$ cat config.mk
export PLATFORM = sky130hd
export DESIGN_NAME = sram_cycle_ctrl
export DESIGN_NICKNAME = d
export VERILOG_FILES = /design/src/rtl/sram_bus_pkg.sv /design/src/rtl/sram_rst_sync.sv /design/src/rtl/sram_wait_sampler.sv /design/src/rtl/sram_strobe_map.sv /design/src/rtl/sram_cycle_seq.sv /design/src/rtl/sram_cycle_ctrl.sv
export SDC_FILE = /design/constraint.sdc
export NUM_CORES = 1
export LEC_CHECK = 0
export BUFFER_PORTS_ARGS = -buffer_cell sky130_fd_sc_hd__buf_4
export CORE_MARGIN = 2
export CORE_UTILIZATION = 33
export DETAILED_ROUTE_END_ITERATION = 10
export GPL_TIMING_DRIVEN = 0
export PLACE_DENSITY = 0.71
export SLEW_MARGIN = 10
export SYNTH_ARGS = -nofsm -noshare
export SYNTH_HDL_FRONTEND = slang
export SYNTH_SLANG_ARGS = --single-unit
$ cat constraint.sdc
create_clock -name clk -period 5.8 [get_ports clk]
set_input_delay 1.74 -clock clk [delete_from_list [all_inputs] [get_ports clk]]
set_output_delay 1.74 -clock clk [all_outputs]
set_load 0.01 [all_outputs]
$ cat src/rtl/sram_bus_pkg.sv
package sram_bus_pkg;

  localparam int DATA_W = 16;

  typedef enum logic [1:0] {
    ST_IDLE = 2'd0,
    ST_ACT  = 2'd1,
    ST_DONE = 2'd2
  } cyc_state_e;

  typedef struct packed {
    logic lo;
    logic hi;
  } lane_sel_t;

  typedef struct packed {
    logic ce_n;
    logic rd_n;
    logic wrh_n;
    logic wrl_n;
    logic a0_pin;
  } strobe_t;

  // Data lanes touched by an access: lo = bits 7:0, hi = bits 15:8.
  function automatic lane_sel_t lanes_of(input logic byte_acc,
                                         input logic a0,
                                         input logic big);
    lane_sel_t l;
    if (!byte_acc) begin
      l.lo = 1'b1;
      l.hi = 1'b1;
    end else begin
      l.lo = big ? a0 : !a0;
      l.hi = !l.lo;
    end
    return l;
  endfunction

endpackage

$ cat src/rtl/sram_rst_sync.sv
module sram_rst_sync #(
  parameter int STAGES = 2
) (
  input  logic clk,
  input  logic rst_n_i,
  output logic rst_n_o
);

  logic [STAGES-1:0] sync_q;

  always_ff @(posedge clk or negedge rst_n_i) begin
    if (!rst_n_i) begin
      sync_q <= '0;
    end else begin
      sync_q <= {sync_q[STAGES-2:0], 1'b1};
    end
  end

  assign rst_n_o = sync_q[STAGES-1];

endmodule

$ cat src/rtl/sram_wait_sampler.sv
// Captures the external wait level in the middle of each bus clock.
module sram_wait_sampler (
  input  logic clk,
  input  logic rst_n,
  input  logic wait_n_i,
  output logic wait_n_smp_o
);

  always_ff @(negedge clk or negedge rst_n) begin
    if (!rst_n) begin
      wait_n_smp_o <= 1'b1;
    end else begin
      wait_n_smp_o <= wait_n_i;
    end
  end

endmodule

$ cat src/rtl/sram_strobe_map.sv
module sram_strobe_map
  import sram_bus_pkg::*;
(
  input  logic    act_i,
  input  logic    we_i,
  input  logic    byte_i,
  input  logic    a0_i,
  input  logic    bsl_i,
  input  logic    big_i,
  output strobe_t stb_o
);

  lane_sel_t ln;
  logic      sel_lo;
  logic      sel_hi;

  always_comb begin
    ln     = lanes_of(byte_i, a0_i, big_i);
    sel_lo = act_i && ln.lo;
    sel_hi = act_i && ln.hi;

    stb_o.ce_n = !act_i;
    stb_o.rd_n = !(act_i && !we_i);

    if (!bsl_i) begin
      // address-bit lanes: per-lane write strobes, bit 0 passes through
      stb_o.wrl_n  = !(sel_lo && we_i);
      stb_o.wrh_n  = !(sel_hi && we_i);
      stb_o.a0_pin = a0_i;
    end else begin
      // byte-select lanes: common write enable plus two selects
      stb_o.wrl_n = !(act_i && we_i);
      if (big_i) begin
        stb_o.a0_pin = !sel_hi;
        stb_o.wrh_n  = !sel_lo;
      end else begin
        stb_o.a0_pin = !sel_lo;
        stb_o.wrh_n  = !sel_hi;
      end
    end
  end

endmodule

$ cat src/rtl/sram_cycle_seq.sv
module sram_cycle_seq
  import sram_bus_pkg::*;
#(
  parameter int ADDR_W = 24,
  parameter int WAIT_W = 4
) (
  input  logic              clk,
  input  logic              rst_n,
  input  logic              req_i,
  input  logic              we_i,
  input  logic              byte_i,
  input  logic [ADDR_W-1:0] addr_i,
  input  logic [DATA_W-1:0] wdata_i,
  input  logic [WAIT_W-1:0] wait_cfg_i,
  input  logic              pin_en_i,
  input  logic              bsl_i,
  input  logic              big_i,
  input  logic              wait_n_smp_i,
  input  logic [DATA_W-1:0] din_i,
  output cyc_state_e        state_o,
  output logic              we_o,
  output logic              byte_o,
  output logic [ADDR_W-1:0] addr_o,
  output logic [DATA_W-1:0] wdata_o,
  output logic              bsl_o,
  output logic              big_o,
  output logic [DATA_W-1:0] rdata_o
);

  localparam int CNT_W = WAIT_W + 1;

  cyc_state_e        state_q, state_d;
  logic [CNT_W-1:0]  cnt_q, cnt_d;
  logic              cap_en;
  logic              rd_cap_en;
  logic              pin_en_q;
  logic              stretch;

  assign stretch = pin_en_q && !wait_n_smp_i;

  always_comb begin
    state_d   = state_q;
    cnt_d     = cnt_q;
    cap_en    = 1'b0;
    rd_cap_en = 1'b0;
    unique case (state_q)
      ST_IDLE: begin
        if (req_i) begin
          state_d = ST_ACT;
          cnt_d   = CNT_W'(wait_cfg_i) + CNT_W'(1);
          cap_en  = 1'b1;
        end
      end
      ST_ACT: begin
        if (cnt_q != '0) begin
          cnt_d = cnt_q - CNT_W'(1);
        end else if (!stretch) begin
          state_d   = ST_DONE;
          rd_cap_en = !we_o;
        end
      end
      ST_DONE: state_d = ST_IDLE;
      default: state_d = ST_IDLE;
    endcase
  end

  always_ff @(posedge clk or negedge rst_n) begin
    if (!rst_n) begin
      state_q  <= ST_IDLE;
      cnt_q    <= '0;
      we_o     <= 1'b0;
      byte_o   <= 1'b0;
      addr_o   <= '0;
      wdata_o  <= '0;
      bsl_o    <= 1'b0;
      big_o    <= 1'b0;
      pin_en_q <= 1'b0;
      rdata_o  <= '0;
    end else begin
      state_q <= state_d;
      cnt_q   <= cnt_d;
      if (cap_en) begin
        we_o     <= we_i;
        byte_o   <= byte_i;
        addr_o   <= addr_i;
        wdata_o  <= wdata_i;
        bsl_o    <= bsl_i;
        big_o    <= big_i;
        pin_en_q <= pin_en_i;
      end
      if (rd_cap_en) begin
        rdata_o <= din_i;
      end
    end
  end

  assign state_o = state_q;

endmodule

$ cat src/rtl/sram_cycle_ctrl.sv
module sram_cycle_ctrl
  import sram_bus_pkg::*;
#(
  parameter int ADDR_W = 24,
  parameter int WAIT_W = 4
) (
  input  logic              clk,
  input  logic              rst_n,
  input  logic              req_i,
  input  logic              req_we_i,
  input  logic              req_byte_i,
  input  logic [ADDR_W-1:0] req_addr_i,
  input  logic [15:0]       req_wdata_i,
  output logic              done_o,
  output logic [15:0]       rdata_o,
  input  logic [WAIT_W-1:0] cfg_wait_i,
  input  logic              cfg_pin_wait_en_i,
  input  logic              cfg_area_sram_i,
  input  logic              cfg_bsl_mode_i,
  input  logic              cfg_big_endian_i,
  output logic [ADDR_W-1:0] bus_a_o,
  output logic              bus_ce_n_o,
  output logic              bus_rd_n_o,
  output logic              bus_wrh_n_o,
  output logic              bus_wrl_n_o,
  output logic [15:0]       bus_dout_o,
  output logic              bus_doe_o,
  input  logic [15:0]       bus_din_i,
  input  logic              bus_wait_n_i
);

  logic              rst_n_s;
  logic              wait_n_smp;
  cyc_state_e        state;
  logic              cap_we;
  logic              cap_byte;
  logic [ADDR_W-1:0] cap_addr;
  logic [DATA_W-1:0] cap_wdata;
  logic              cap_bsl;
  logic              cap_big;
  logic              act;
  strobe_t           stb;

  sram_rst_sync #(.STAGES(2)) i_rst_sync (
    .clk     (clk),
    .rst_n_i (rst_n),
    .rst_n_o (rst_n_s)
  );

  sram_wait_sampler i_wait (
    .clk          (clk),
    .rst_n        (rst_n_s),
    .wait_n_i     (bus_wait_n_i),
    .wait_n_smp_o (wait_n_smp)
  );

  sram_cycle_seq #(.ADDR_W(ADDR_W), .WAIT_W(WAIT_W)) i_seq (
    .clk          (clk),
    .rst_n        (rst_n_s),
    .req_i        (req_i),
    .we_i         (req_we_i),
    .byte_i       (req_byte_i),
    .addr_i       (req_addr_i),
    .wdata_i      (req_wdata_i),
    .wait_cfg_i   (cfg_wait_i),
    .pin_en_i     (cfg_pin_wait_en_i && cfg_area_sram_i),
    .bsl_i        (cfg_bsl_mode_i),
    .big_i        (cfg_big_endian_i),
    .wait_n_smp_i (wait_n_smp),
    .din_i        (bus_din_i),
    .state_o      (state),
    .we_o         (cap_we),
    .byte_o       (cap_byte),
    .addr_o       (cap_addr),
    .wdata_o      (cap_wdata),
    .bsl_o        (cap_bsl),
    .big_o        (cap_big),
    .rdata_o      (rdata_o)
  );

  assign act = (state == ST_ACT);

  sram_strobe_map i_map (
    .act_i  (act),
    .we_i   (cap_we),
    .byte_i (cap_byte),
    .a0_i   (cap_addr[0]),
    .bsl_i  (cap_bsl),
    .big_i  (cap_big),
    .stb_o  (stb)
  );

  assign bus_a_o     = {cap_addr[ADDR_W-1:1], stb.a0_pin};
  assign bus_ce_n_o  = stb.ce_n;
  assign bus_rd_n_o  = stb.rd_n;
  assign bus_wrh_n_o = stb.wrh_n;
  assign bus_wrl_n_o = stb.wrl_n;
  assign bus_dout_o  = cap_wdata;
  assign bus_doe_o   = act && cap_we;
  assign done_o      = (state == ST_DONE);

endmodule

==> impl_metrics.py <==
metrics = {
    "sta": {
        "rsz0062_at_grt": "no",
        "hold_ws_ns": 0.216,
        "finalSetupViolations": 0,
        "tns_ns": 0,
        "setup_ws_ns": 1.35,
        "maxSlewHeadroom_pct": 66.5,
        "maxSlewViolCount": 0,
        "tightest_slew_ns": 0.502,
        "hold_viol_final": 0,
        "fin_skew_ns": 0.0488,
    },
    "synthesis": {
        "synth_area_leader_cell": "dfrtp_1",
        "synth.distinct_cells": 37,
        "ys_seq_area_share_pct": 60.8,
        "synth_edf_count": 0,
        "syn_nets": 357,
        "yosysMostFrequentCell": "nand2_1",
        "async_flop_share_pct": 100,
        "syn_inst": 285,
        "ys.flop_type": "dfrtp_1",
        "synth_top_area_share_pct": 59.9,
        "ys_ff_latch": 71,
        "yosys-top-cells-count": "128 x nand2_1, 70 x dfrtp_1, 11 x clkbuf_1, 11 x o21ai_0, 10 x mux2_4",
        "syn_avg_cell_area_um2": 10.3,
        "synth.area.top_cells": "dfrtp_1 60%, nand2_1 16%, mux2_4 5.1%",
        "netlist_area_um2": 2930,
        "yosys_warnings": 0,
    },
    "floorplanning": {
        "dieArea_um2": 9630,
        "initial_core_util_pct": 33.7,
        "die_y_um": 98.2,
        "rows": 34,
        "die_x_um": 98.2,
        "core_um2": 8680,
        "ios": 132,
    },
    "pwr": {
        "power.total_mw": 2.25,
        "leakage_nw": 2.27,
        "powerDensity_nw_per_um2": 522,
        "peakVddDrop_mv": 0.221,
    },
    "layout": {
        "area_growth_pct": 47.4,
        "nets": 500,
        "nFillCells": 811,
        "drive_gt1_share_pct": 40.0,
        "antennaDiodeCount": 0,
    },
    "worst_setup_path": {
        "crit_path_max_incr_delay_ns": 0.11,
        "worstPathRequired_ns": 3.21,
        "cp-end-kind": "register",
        "critPathLaunchType": "primary input",
        "crit_fanout": 1,
        "cp_cell_sequence": "buf_4",
        "cpMaxStageDelayCell": "buf_4",
        "arrival_ns": 1.85,
        "cp.buffers_inverters": 1,
        "path_class": "in2reg",
        "crit_family": "buffers and inverters",
    },
    "global_route": {
        "grt_pass1_wl_um": 11900,
        "grt-ovfl-total": 0,
        "track_usage_pct": 15.4,
        "grt_pass1_vias": 2538,
        "antenna_found_initial": 0,
        "grt_max_degree": 51,
    },
    "clock_tree": {
        "cts_buffers": 9,
        "cts_tree": "done",
        "clkSinkCount": 71,
        "postCtsResizedCells": 0,
        "postCtsHoldBufs": 0,
        "cts_root_buffer": "clkbuf_8",
        "post_cts_buffers": 0,
        "clk_pin_slew_ns": 0.08,
        "clock_latency_ns": 0.37,
        "clockBufferDepth": 2,
        "htreeDepth": 3,
    },
    "status": {
        "status": "completed",
    },
    "route": {
        "drtAntennaViolNets": 0,
        "wl_per_cell_um": 13.1,
        "wirelength_um": 7110,
        "drtIter0Drc": 84,
        "drc": 0,
        "vias": 2452,
        "dr.pass1.iters": 4,
        "viasPerCell": 4.53,
    },
    "hold_path": {
        "hold_path_class": "reg2async",
    },
    "place": {
        "port-buffer-count": 131,
        "dp.final_hpwl_um": 5250,
        "place_ws_ns": 0.974,
        "gp_congestion": 0.759,
    },
    "flow_run": {
        "drv_cap": 0,
    },
}
## layout make-up
class,instances,area [um2],area share [%]
multi-input cells,193,1060,24.6
clock inverters,7,113,2.61
plain buffers,13,57.6,1.33
flip-flops and latches,71,1780,41.3
inverters,7,26.3,0.609
well taps,108,135,3.13
clock buffers,10,128,2.96
repair buffers,132,1010,23.4
## cell families after synthesis
family / Yosys count / share of synthesized area (%)
AOI/OAI and AO/OA: 25 / 6.37
other: 1 / 0.128
DFF: 71 / 60.8
buffers and inverters: 21 / 2.99
and+or+nand+nor: 147 / 20.8
adders and majority gates: 2 / 0.855
muxes: 16 / 7.44
xor gates and xnor gates: 2 / 0.599
## final timing paths
kind | to | slack [ns] | cells past startpoint | start
min in group clk | i_rst_sync.sync_q[1]$_DFF_PN0_ | 0.37 | 0 | i_rst_sync.sync_q[0]$_DFF_PN0_
worst max register to register | i_seq.rdata_o[9]$_DFFE_PN0P_ | 1.46 | 3 | i_wait.wait_n_smp_o$_DFF_NN1_
worst min register to register | i_seq.addr_o[23]$_DFFE_PN0P_ | 0.22 | 0 | i_rst_sync.sync_q[1]$_DFF_PN0_
worst max-delay path | i_wait.wait_n_smp_o$_DFF_NN1_ | 1.35 | 1 | bus_wait_n_i
worst min-delay path | i_seq.addr_o[23]$_DFFE_PN0P_ | 0.22 | 0 | i_rst_sync.sync_q[1]$_DFF_PN0_
max in group asynchronous | i_wait.wait_n_smp_o$_DFF_NN1_ | 2.13 | 1 | i_rst_sync.sync_q[1]$_DFF_PN0_
## stage by stage
stage / instance area, um2 / instances / utilization, %
after floorplan: 2930 / 285 / -
after global placement: 4040 / 524 / 46.6
after detailed placement: 4080 / 525 / 47.0
after CTS: 4310 / 541 / 49.7
after global routing: 4310 / 541 / 49.7
final: 4310 / 541 / 49.7
## power breakdown
part / switching, mW / leakage, nW / internal [mW] / total (mW)
sequential: 0.153 / 0.862 / 0.724 / 0.877
combinational: 0.420 / 1.29 / 0.483 / 0.902
clock: 0.187 / 0.126 / 0.286 / 0.474
total: 0.760 / 2.27 / 1.49 / 2.25
## placed cells by master, fill, tap and decap left out, types with 2 or more instances in the layout
cell	Yosys	final
a31oi_1	4	4
mux2_4	10	10
ha_1	2	2
inv_1	7	7
clkinv_2	0	2
nand3_1	2	2
nor2b_1	2	2
dfrtp_1	70	69
nand2_1	128	128
clkbuf_8	0	9
bufinv_16	0	3
mux2_2	6	6
clkbuf_1	11	12
buf_4	0	131
nor2_1	7	7
o21ai_0	11	11
## per-layer routing
metal	vias to the layer above	GRT usage (%)	routed length, um
met5	-	0	0
met4	0	5.48	93
met3	11	3.58	386
met2	69	24.9	3450
met1	1167	20.4	3180
li1	1205	-	-
## sequential cells by signal, indices dropped and copies added (netlist names)
name                 cells
i_seq.addr_o            24
i_seq.rdata_o           16
i_seq.wdata_o           16
i_seq.cnt_q              5
i_rst_sync.sync_q        2
i_seq.state_o            2
i_seq.big_o              1
i_seq.bsl_o              1
i_seq.byte_o             1
i_seq.pin_en_q           1
i_seq.we_o               1
i_wait.wait_n_smp_o      1
(Power assumes the default switching activity.)
